**src/rtl/wirf_pkg.sv**
```systemverilog
`timescale 1ns/1ps
package wirf_pkg;
  typedef enum logic [1:0] {
    STK_IDLE = 2'd0,
    STK_PUSH = 2'd1,
    STK_POP  = 2'd2
  } stk_op_e;
endpackage

```
**src/rtl/wirf_stack.sv**
```systemverilog
`timescale 1ns/1ps
module wirf_stack
  import wirf_pkg::*;
#(
  parameter int DEPTH = 8,
  parameter int AW    = 32,
  parameter int WW    = 2
) (
  input  logic          clk_i,
  input  logic          rst_ni,
  input  stk_op_e       op_i,
  input  logic [AW-1:0] push_addr_i,
  input  logic [WW-1:0] push_win_i,
  output logic [AW-1:0] top_addr_o,
  output logic [WW-1:0] top_win_o,
  output logic          ovf_o
);
  localparam int PW = (DEPTH > 1) ? $clog2(DEPTH) : 1;
  localparam int CW = $clog2(DEPTH + 1);
  localparam logic [PW-1:0] LAST = PW'(DEPTH - 1);
  localparam logic [CW-1:0] FULL = CW'(DEPTH);

  logic [AW-1:0] addr_q [DEPTH];
  logic [WW-1:0] win_q  [DEPTH];
  logic [PW-1:0] ptr_q, ptr_inc, ptr_dec;
  logic [CW-1:0] cnt_q;
  logic          ovf_q;
  logic          empty;

  // circular buffer: a push on a full stack overwrites the oldest entry
  assign ptr_inc = (ptr_q == LAST) ? '0 : ptr_q + 1'b1;
  assign ptr_dec = (ptr_q == '0) ? LAST : ptr_q - 1'b1;
  assign empty   = (cnt_q == '0);

  always_ff @(posedge clk_i or negedge rst_ni) begin
    if (!rst_ni) begin
      ptr_q <= '0;
      cnt_q <= '0;
      ovf_q <= 1'b0;
      for (int i = 0; i < DEPTH; i++) begin
        addr_q[i] <= '0;
        win_q[i]  <= '0;
      end
    end else begin
      ovf_q <= 1'b0;
      unique case (op_i)
        STK_PUSH: begin
          addr_q[ptr_q] <= push_addr_i;
          win_q[ptr_q]  <= push_win_i;
          ptr_q         <= ptr_inc;
          if (cnt_q == FULL) ovf_q <= 1'b1;
          else               cnt_q <= cnt_q + 1'b1;
        end
        STK_POP: begin
          if (!empty) begin
            ptr_q <= ptr_dec;
            cnt_q <= cnt_q - 1'b1;
          end
        end
        default: ;
      endcase
    end
  end

  assign top_addr_o = empty ? '0 : addr_q[ptr_dec];
  assign top_win_o  = empty ? '0 : win_q[ptr_dec];
  assign ovf_o      = ovf_q;
endmodule

```
**src/rtl/wirf_bank.sv**
```systemverilog
`timescale 1ns/1ps
module wirf_bank #(
  parameter int SLOTS = 32,
  parameter int IW    = 32,
  parameter int XW    = $clog2(SLOTS)
) (
  input  logic          clk_i,
  input  logic          rst_ni,
  input  logic          act_i,
  input  logic          wr_en_i,
  input  logic [XW-1:0] wr_idx_i,
  input  logic [IW-1:0] wr_data_i,
  input  logic          rd_en_i,
  input  logic [XW-1:0] rd_idx_i,
  output logic [IW-1:0] rd_data_o
);
  logic [IW-1:0] mem_q [SLOTS];
  logic [IW-1:0] rd_q;

  always_ff @(posedge clk_i) begin
    if (wr_en_i) mem_q[wr_idx_i] <= wr_data_i;
  end

  // read register toggles only while this window is live
  always_ff @(posedge clk_i or negedge rst_ni) begin
    if (!rst_ni)                rd_q <= '0;
    else if (rd_en_i && act_i)  rd_q <= mem_q[rd_idx_i];
  end

  assign rd_data_o = rd_q;
endmodule

```
**src/rtl/wirf_ctrl.sv**
```systemverilog
`timescale 1ns/1ps
module wirf_ctrl
  import wirf_pkg::*;
#(
  parameter int PC_W    = 32,
  parameter int NUM_WIN = 4,
  parameter int WIN_W   = $clog2(NUM_WIN)
) (
  input  logic               clk_i,
  input  logic               rst_ni,
  input  logic               call_i,
  input  logic               ret_i,
  input  logic [PC_W-1:0]    call_target_i,
  input  logic [PC_W-1:0]    ret_addr_i,
  input  logic [PC_W-1:0]    top_addr_i,
  input  logic [WIN_W-1:0]   top_win_i,
  output stk_op_e            stk_op_o,
  output logic [PC_W-1:0]    push_addr_o,
  output logic [WIN_W-1:0]   push_win_o,
  output logic               redirect_o,
  output logic [PC_W-1:0]    pc_o,
  output logic [WIN_W-1:0]   win_o,
  output logic [NUM_WIN-1:0] win_en_o
);
  localparam logic [PC_W-1:0] PC_MASK = {{WIN_W{1'b0}}, {(PC_W-WIN_W){1'b1}}};

  logic [WIN_W-1:0] win_q, win_d;

  always_comb begin
    stk_op_o   = STK_IDLE;
    win_d      = win_q;
    pc_o       = '0;
    redirect_o = 1'b0;
    if (call_i) begin
      stk_op_o   = STK_PUSH;
      win_d      = call_target_i[PC_W-1 -: WIN_W];
      pc_o       = call_target_i & PC_MASK;
      redirect_o = 1'b1;
    end else if (ret_i) begin
      stk_op_o   = STK_POP;
      win_d      = top_win_i;
      pc_o       = top_addr_i;
      redirect_o = 1'b1;
    end
  end

  always_ff @(posedge clk_i or negedge rst_ni) begin
    if (!rst_ni) win_q <= '0;
    else         win_q <= win_d;
  end

  assign push_addr_o = ret_addr_i;
  assign push_win_o  = win_q;
  assign win_o       = win_q;

  for (genvar g = 0; g < NUM_WIN; g++) begin : g_en
    assign win_en_o[g] = (win_q == WIN_W'(g));
  end
endmodule

```
**src/rtl/wirf.sv**
```systemverilog
`timescale 1ns/1ps
module wirf
  import wirf_pkg::*;
#(
  parameter int NUM_WIN     = 4,
  parameter int SLOTS       = 32,
  parameter int INSN_W      = 32,
  parameter int PC_W        = 32,
  parameter int STACK_DEPTH = 8,
  localparam int WIN_W      = $clog2(NUM_WIN),
  localparam int IDX_W      = $clog2(SLOTS)
) (
  input  logic               clk_i,
  input  logic               rst_ni,
  input  logic               call_i,
  input  logic [PC_W-1:0]    call_target_i,
  input  logic [PC_W-1:0]    ret_addr_i,
  input  logic               ret_i,
  output logic               redirect_o,
  output logic [PC_W-1:0]    pc_o,
  input  logic               rd_en_i,
  input  logic [IDX_W-1:0]   rd_idx_i,
  output logic [INSN_W-1:0]  rd_data_o,
  input  logic               wr_en_i,
  input  logic [WIN_W-1:0]   wr_win_i,
  input  logic [IDX_W-1:0]   wr_idx_i,
  input  logic [INSN_W-1:0]  wr_data_i,
  output logic [WIN_W-1:0]   win_o,
  output logic [NUM_WIN-1:0] win_en_o,
  output logic               ovf_o
);
  stk_op_e           stk_op;
  logic [PC_W-1:0]   push_addr, top_addr;
  logic [WIN_W-1:0]  push_win, top_win;
  logic [WIN_W-1:0]  rd_win_q;
  logic [INSN_W-1:0] bank_rd [NUM_WIN];

  wirf_ctrl #(.PC_W(PC_W), .NUM_WIN(NUM_WIN), .WIN_W(WIN_W)) u_ctrl (
    .clk_i, .rst_ni, .call_i, .ret_i, .call_target_i, .ret_addr_i,
    .top_addr_i(top_addr), .top_win_i(top_win),
    .stk_op_o(stk_op), .push_addr_o(push_addr), .push_win_o(push_win),
    .redirect_o, .pc_o, .win_o, .win_en_o
  );

  wirf_stack #(.DEPTH(STACK_DEPTH), .AW(PC_W), .WW(WIN_W)) u_stack (
    .clk_i, .rst_ni, .op_i(stk_op),
    .push_addr_i(push_addr), .push_win_i(push_win),
    .top_addr_o(top_addr), .top_win_o(top_win), .ovf_o
  );

  for (genvar g = 0; g < NUM_WIN; g++) begin : g_bank
    wirf_bank #(.SLOTS(SLOTS), .IW(INSN_W), .XW(IDX_W)) u_bank (
      .clk_i, .rst_ni,
      .act_i     (win_en_o[g]),
      .wr_en_i   (wr_en_i && (wr_win_i == WIN_W'(g))),
      .wr_idx_i,
      .wr_data_i,
      .rd_en_i,
      .rd_idx_i,
      .rd_data_o (bank_rd[g])
    );
  end

  // window of the last issued read picks the bank output
  always_ff @(posedge clk_i or negedge rst_ni) begin
    if (!rst_ni)      rd_win_q <= '0;
    else if (rd_en_i) rd_win_q <= win_o;
  end

  assign rd_data_o = bank_rd[rd_win_q];
endmodule

```
**config.mk**
```make
export PLATFORM = sky130hd
export DESIGN_NAME = wirf
export DESIGN_NICKNAME = d
export VERILOG_FILES = /design/src/rtl/wirf_pkg.sv /design/src/rtl/wirf_stack.sv /design/src/rtl/wirf_bank.sv /design/src/rtl/wirf_ctrl.sv /design/src/rtl/wirf.sv
export SDC_FILE = /design/constraint.sdc
export NUM_CORES = 2
export LEC_CHECK = 0
export BUFFER_PORTS_ARGS = -buffer_cell sky130_fd_sc_hd__buf_2
export CAP_MARGIN = 25
export CORE_MARGIN = 8
export CORE_UTILIZATION = 40
export CTS_CLUSTER_SIZE = 25
export DETAILED_ROUTE_END_ITERATION = 16
export PLACE_DENSITY_LB_ADDON = 0.25
export SLEW_MARGIN = 20
export SYNTH_ARGS = -nofsm -noshare
export SYNTH_HDL_FRONTEND = slang
export SYNTH_SLANG_ARGS = --single-unit
export TNS_END_PERCENT = 100
```
**constraint.sdc**
```tcl
create_clock -name clk_i -period 5.9 [get_ports clk_i]
set_input_delay 1.18 -clock clk_i [delete_from_list [all_inputs] [get_ports clk_i]]
set_output_delay 1.18 -clock clk_i [all_outputs]
set_load 0.02 [all_outputs]
```
==> flow_summary.toml <==
[sta]
rsz0062_at_grt = "no"
post-route-min-period_ps = 5130
setup_viol = 0
finalHoldViolations = 0
slew_headroom = 0.190
timing.fmax_mhz = 195
max_slew.worst_pin.slew_ps = 1220
tns_ps = 0
finalCritPeriodShare = 0.870
slew_violations = 0
finalClockSkew_ps = 62.3

[power]
combPwrFrac = 0.127
p_int_uw = 56500
clock_power_share = 0.373
power_density_mw_per_mm2 = 378
power_uw = 76200
seqPwrFrac = 0.500
p_sw_frac = 0.259
p_leak_uw = 0.0691
power.net_switching_uw = 19700
vdd_ir_drop_max_v = 0.000418

[hold_path]
min_path_type = "in -> async"

[run_status]
status = "completed"

[critical_path]
r2r_slack_ps = 2220
critPathKind = "reg -> out"
reg2regPathDepth = 7
endpoint_kind = "primary output"
r2r_end = "g_bank[2].u_bank.rd_data_o[10]$_DFFE_PN0P_"
cp-startpoint = "u_stack.ptr_q[0]$_DFFE_PN0P_"
endpoint = "pc_o[11]"
worstPathArrival_ps = 3950
cp.required_ps = 4720
r2r_start = "u_ctrl.push_win_o[0]$_DFFE_PN0P_"
critPathMaxFanout = 43
startpoint_type = "flip-flop"

[logic_synthesis]
syn_nets = 9494
yosys_warnings = 0
ys_seq_area_frac = 0.756
synth_edf_count = 4096
syn_inst = 9373
synthArstFlopShare = 0.0914
netlist_area_mm2 = 0.176
avgSynthCellArea_um2 = 18.8
ys_types = 56
synth_ff_type = "edfxtp_1"
synth-seq-cells = 4508

[finish]
multiInputGateArea_mm2 = 0.0412
fin_cells = 16200
seq_area_mm2 = 0.133
final_util = 0.458
drive_above_1_share = 0.200
final_nets = 9960
synthToLayoutAreaGrowth_pct = 14.4
nFillCells = 36900

[die]
die_area_mm2 = 0.463
core_mm2 = 0.441
die_w_um = 680
io_pins = 186
die_height_um = 680
start_util = 0.400
num_rows = 244

[clock_network]
cts_resized = 0
cts_setup_buffers = 0
numCtsBuffers = 450
hold_buffers = 0
insertion_delay_ps = 1010
clockRootBuffer = "clkbuf_16"
tritoncts = "yes"
htree_levels = 5
clockBufferDepth = 4
clk_pin_slew_ps = 60
clock-sinks = 4508

[placed_design]
placedCellCount = 15300
port_buffers = 185
dp_hpwl_um = 322000
routabilityCongestion = 0.867

[global_routing]
grt_pass1_vias = 94500
track_usage = 0.227
grt_start_max_net_pins = 140
overflow = 0
grt_pass1_wl_um = 750000
antenna_found_initial = 62

[routing]
drt-initial-drc-count = 11800
viasPerCell = 5.85
wl_per_cell_um = 33.5
dr.pass1.iters = 6
antenna_left = 0
drt-total-wl_um = 542000
remaining_drc_errors = 0
vias = 94600

[run]
cap_violations = 0
-- Yosys cell counts (5+ instances only) --
master | n | area (um^2)
mux4_2 | 356 | 8020
mux2_1 | 23 | 259
nor2b_1 | 9 | 56.3
edfxtp_1 | 4096 | 123000
a21oi_1 | 261 | 1310
a31oi_1 | 320 | 2000
or3_1 | 6 | 37.5
inv_1 | 6 | 22.5
o221ai_2 | 10 | 150
o21ai_0 | 20 | 100
clkbuf_1 | 229 | 860
dfrtp_1 | 412 | 10300
buf_6 | 5 | 56.3
ha_1 | 6 | 75.1
buf_4 | 125 | 938
o22a_1 | 256 | 2240
mux2_2 | 250 | 2820
nand3_1 | 5 | 25.0
a22oi_1 | 258 | 1940
buf_2 | 195 | 976
nand2_1 | 393 | 1480
buf_1 | 37 | 139
and2_1 | 5 | 31.3
a221oi_1 | 64 | 561
o21ai_1 | 18 | 90.1
nor2_1 | 142 | 533
nand3b_1 | 5 | 37.5
mux2i_1 | 1698 | 17000
o221ai_1 | 116 | 1020
-- worst min path at each step --
stage                                               startpoint                                         end  depth (start not counted)
detailed placement  g_bank[1].u_bank.rd_data_o[10]$_DFFE_PN0P_  g_bank[1].u_bank.rd_data_o[10]$_DFFE_PN0P_                          2
finish                                                  rst_ni  g_bank[0].u_bank.rd_data_o[20]$_DFFE_PN0P_                          1
global placement    g_bank[1].u_bank.rd_data_o[14]$_DFFE_PN0P_  g_bank[1].u_bank.rd_data_o[14]$_DFFE_PN0P_                          2
global route                                            rst_ni  g_bank[0].u_bank.rd_data_o[20]$_DFFE_PN0P_                          1
floorplan            g_bank[2].u_bank.rd_data_o[0]$_DFFE_PN0P_   g_bank[2].u_bank.rd_data_o[0]$_DFFE_PN0P_                          2
CTS                                                     rst_ni   g_bank[0].u_bank.rd_data_o[1]$_DFFE_PN0P_                          1
-- placed cells by master, fill, tap and decap left out, types with 20 or more instances in the layout --
master	netlist	final
bufinv_16	0	31
o21ai_0	20	20
a21oi_1	261	261
o221ai_1	116	116
clkinv_1	0	63
clkbuf_16	0	457
clkinv_2	0	84
mux2_1	23	23
nor2_4	1	131
edfxtp_1	4096	4096
dfrtp_1	412	411
a221oi_1	64	64
buf_2	195	148
clkbuf_8	0	48
a22oi_1	258	258
o22a_1	256	256
nand2_1	393	390
mux2i_1	1698	1698
diode_2	0	40
mux4_2	356	356
clkbuf_1	229	123
mux2_2	250	250
buf_12	0	66
a31oi_1	320	319
buf_4	125	381
-- metal layers --
layer	part of all wire	track usage
met5	0.00019	0
met4	0.056	0.107
met3	0.077	0.0355
met2	0.47	0.365
met1	0.40	0.303
-- critical path, cell delays in order (launching register included) --
cell	delay [ps]
dfrtp_1	680
inv_4	130
ha_4	200
ha_4	160
nor2_4	140
buf_12	360
mux4_2	560
mux2i_1	350
o21ai_0	150
buf_2	200
-- power by group through the flow --
| stage | Combinational [uW] | Sequential, uW | Clock (uW) |
|---|---|---|---|
| after floorplan | 5970 | 37500 | 0 |
| after global placement | 9650 | 38600 | 0 |
| after detailed placement | 9820 | 38700 | 0 |
| after CTS | 9840 | 38000 | 28800 |
| after global routing | 10200 | 38200 | 30000 |
| final | 9710 | 38100 | 28400 |
-- per-stage QoR --
| stage | hold slack, ps | area [um^2] | setup slack, ps |
|---|---|---|---|
| detailed placement | 472 | 187000 | 1200 |
| CTS | 161 | 202000 | 681 |
| finish | 138 | 202000 | 769 |
| floorplan | 451 | 176000 | 2140 |
| global route | 158 | 202000 | 574 |
| global placement | 464 | 187000 | 1210 |
-- flip-flops by register name, summed over array words and instances, names as in the netlist --
signal,cells
u_stack.ovf_o,1
u_stack.ptr_q,3
u_ctrl.push_win_o,2
rd_win_q,2
u_stack.win_q,16
u_stack.cnt_q,4
u_stack.addr_q,256
g_bank.u_bank.rd_data_o,128
g_bank.u_bank.mem_q,4096
-- kinds of logic after synthesis --
family	share of synthesized area
xor gates and xnor gates	0.000248
buffers and inverters	0.0172
muxes	0.159
DFF	0.756
and+or+nand+nor	0.0137
AOI/OAI and AO/OA	0.0535
adders and majority gates	0.000539
-- final cells by class --
class / count / area share
sequential: 4508 / 0.660
multi-input combinational: 4261 / 0.204
clock buffer: 628 / 0.0622
tap: 5904 / 0.0366
timing repair buffer: 610 / 0.0258
clock inverter: 216 / 0.00995
antenna: 40 / 0.000496
inverter: 8 / 0.000161
Note: power is estimated with default switching activity, not from simulation.
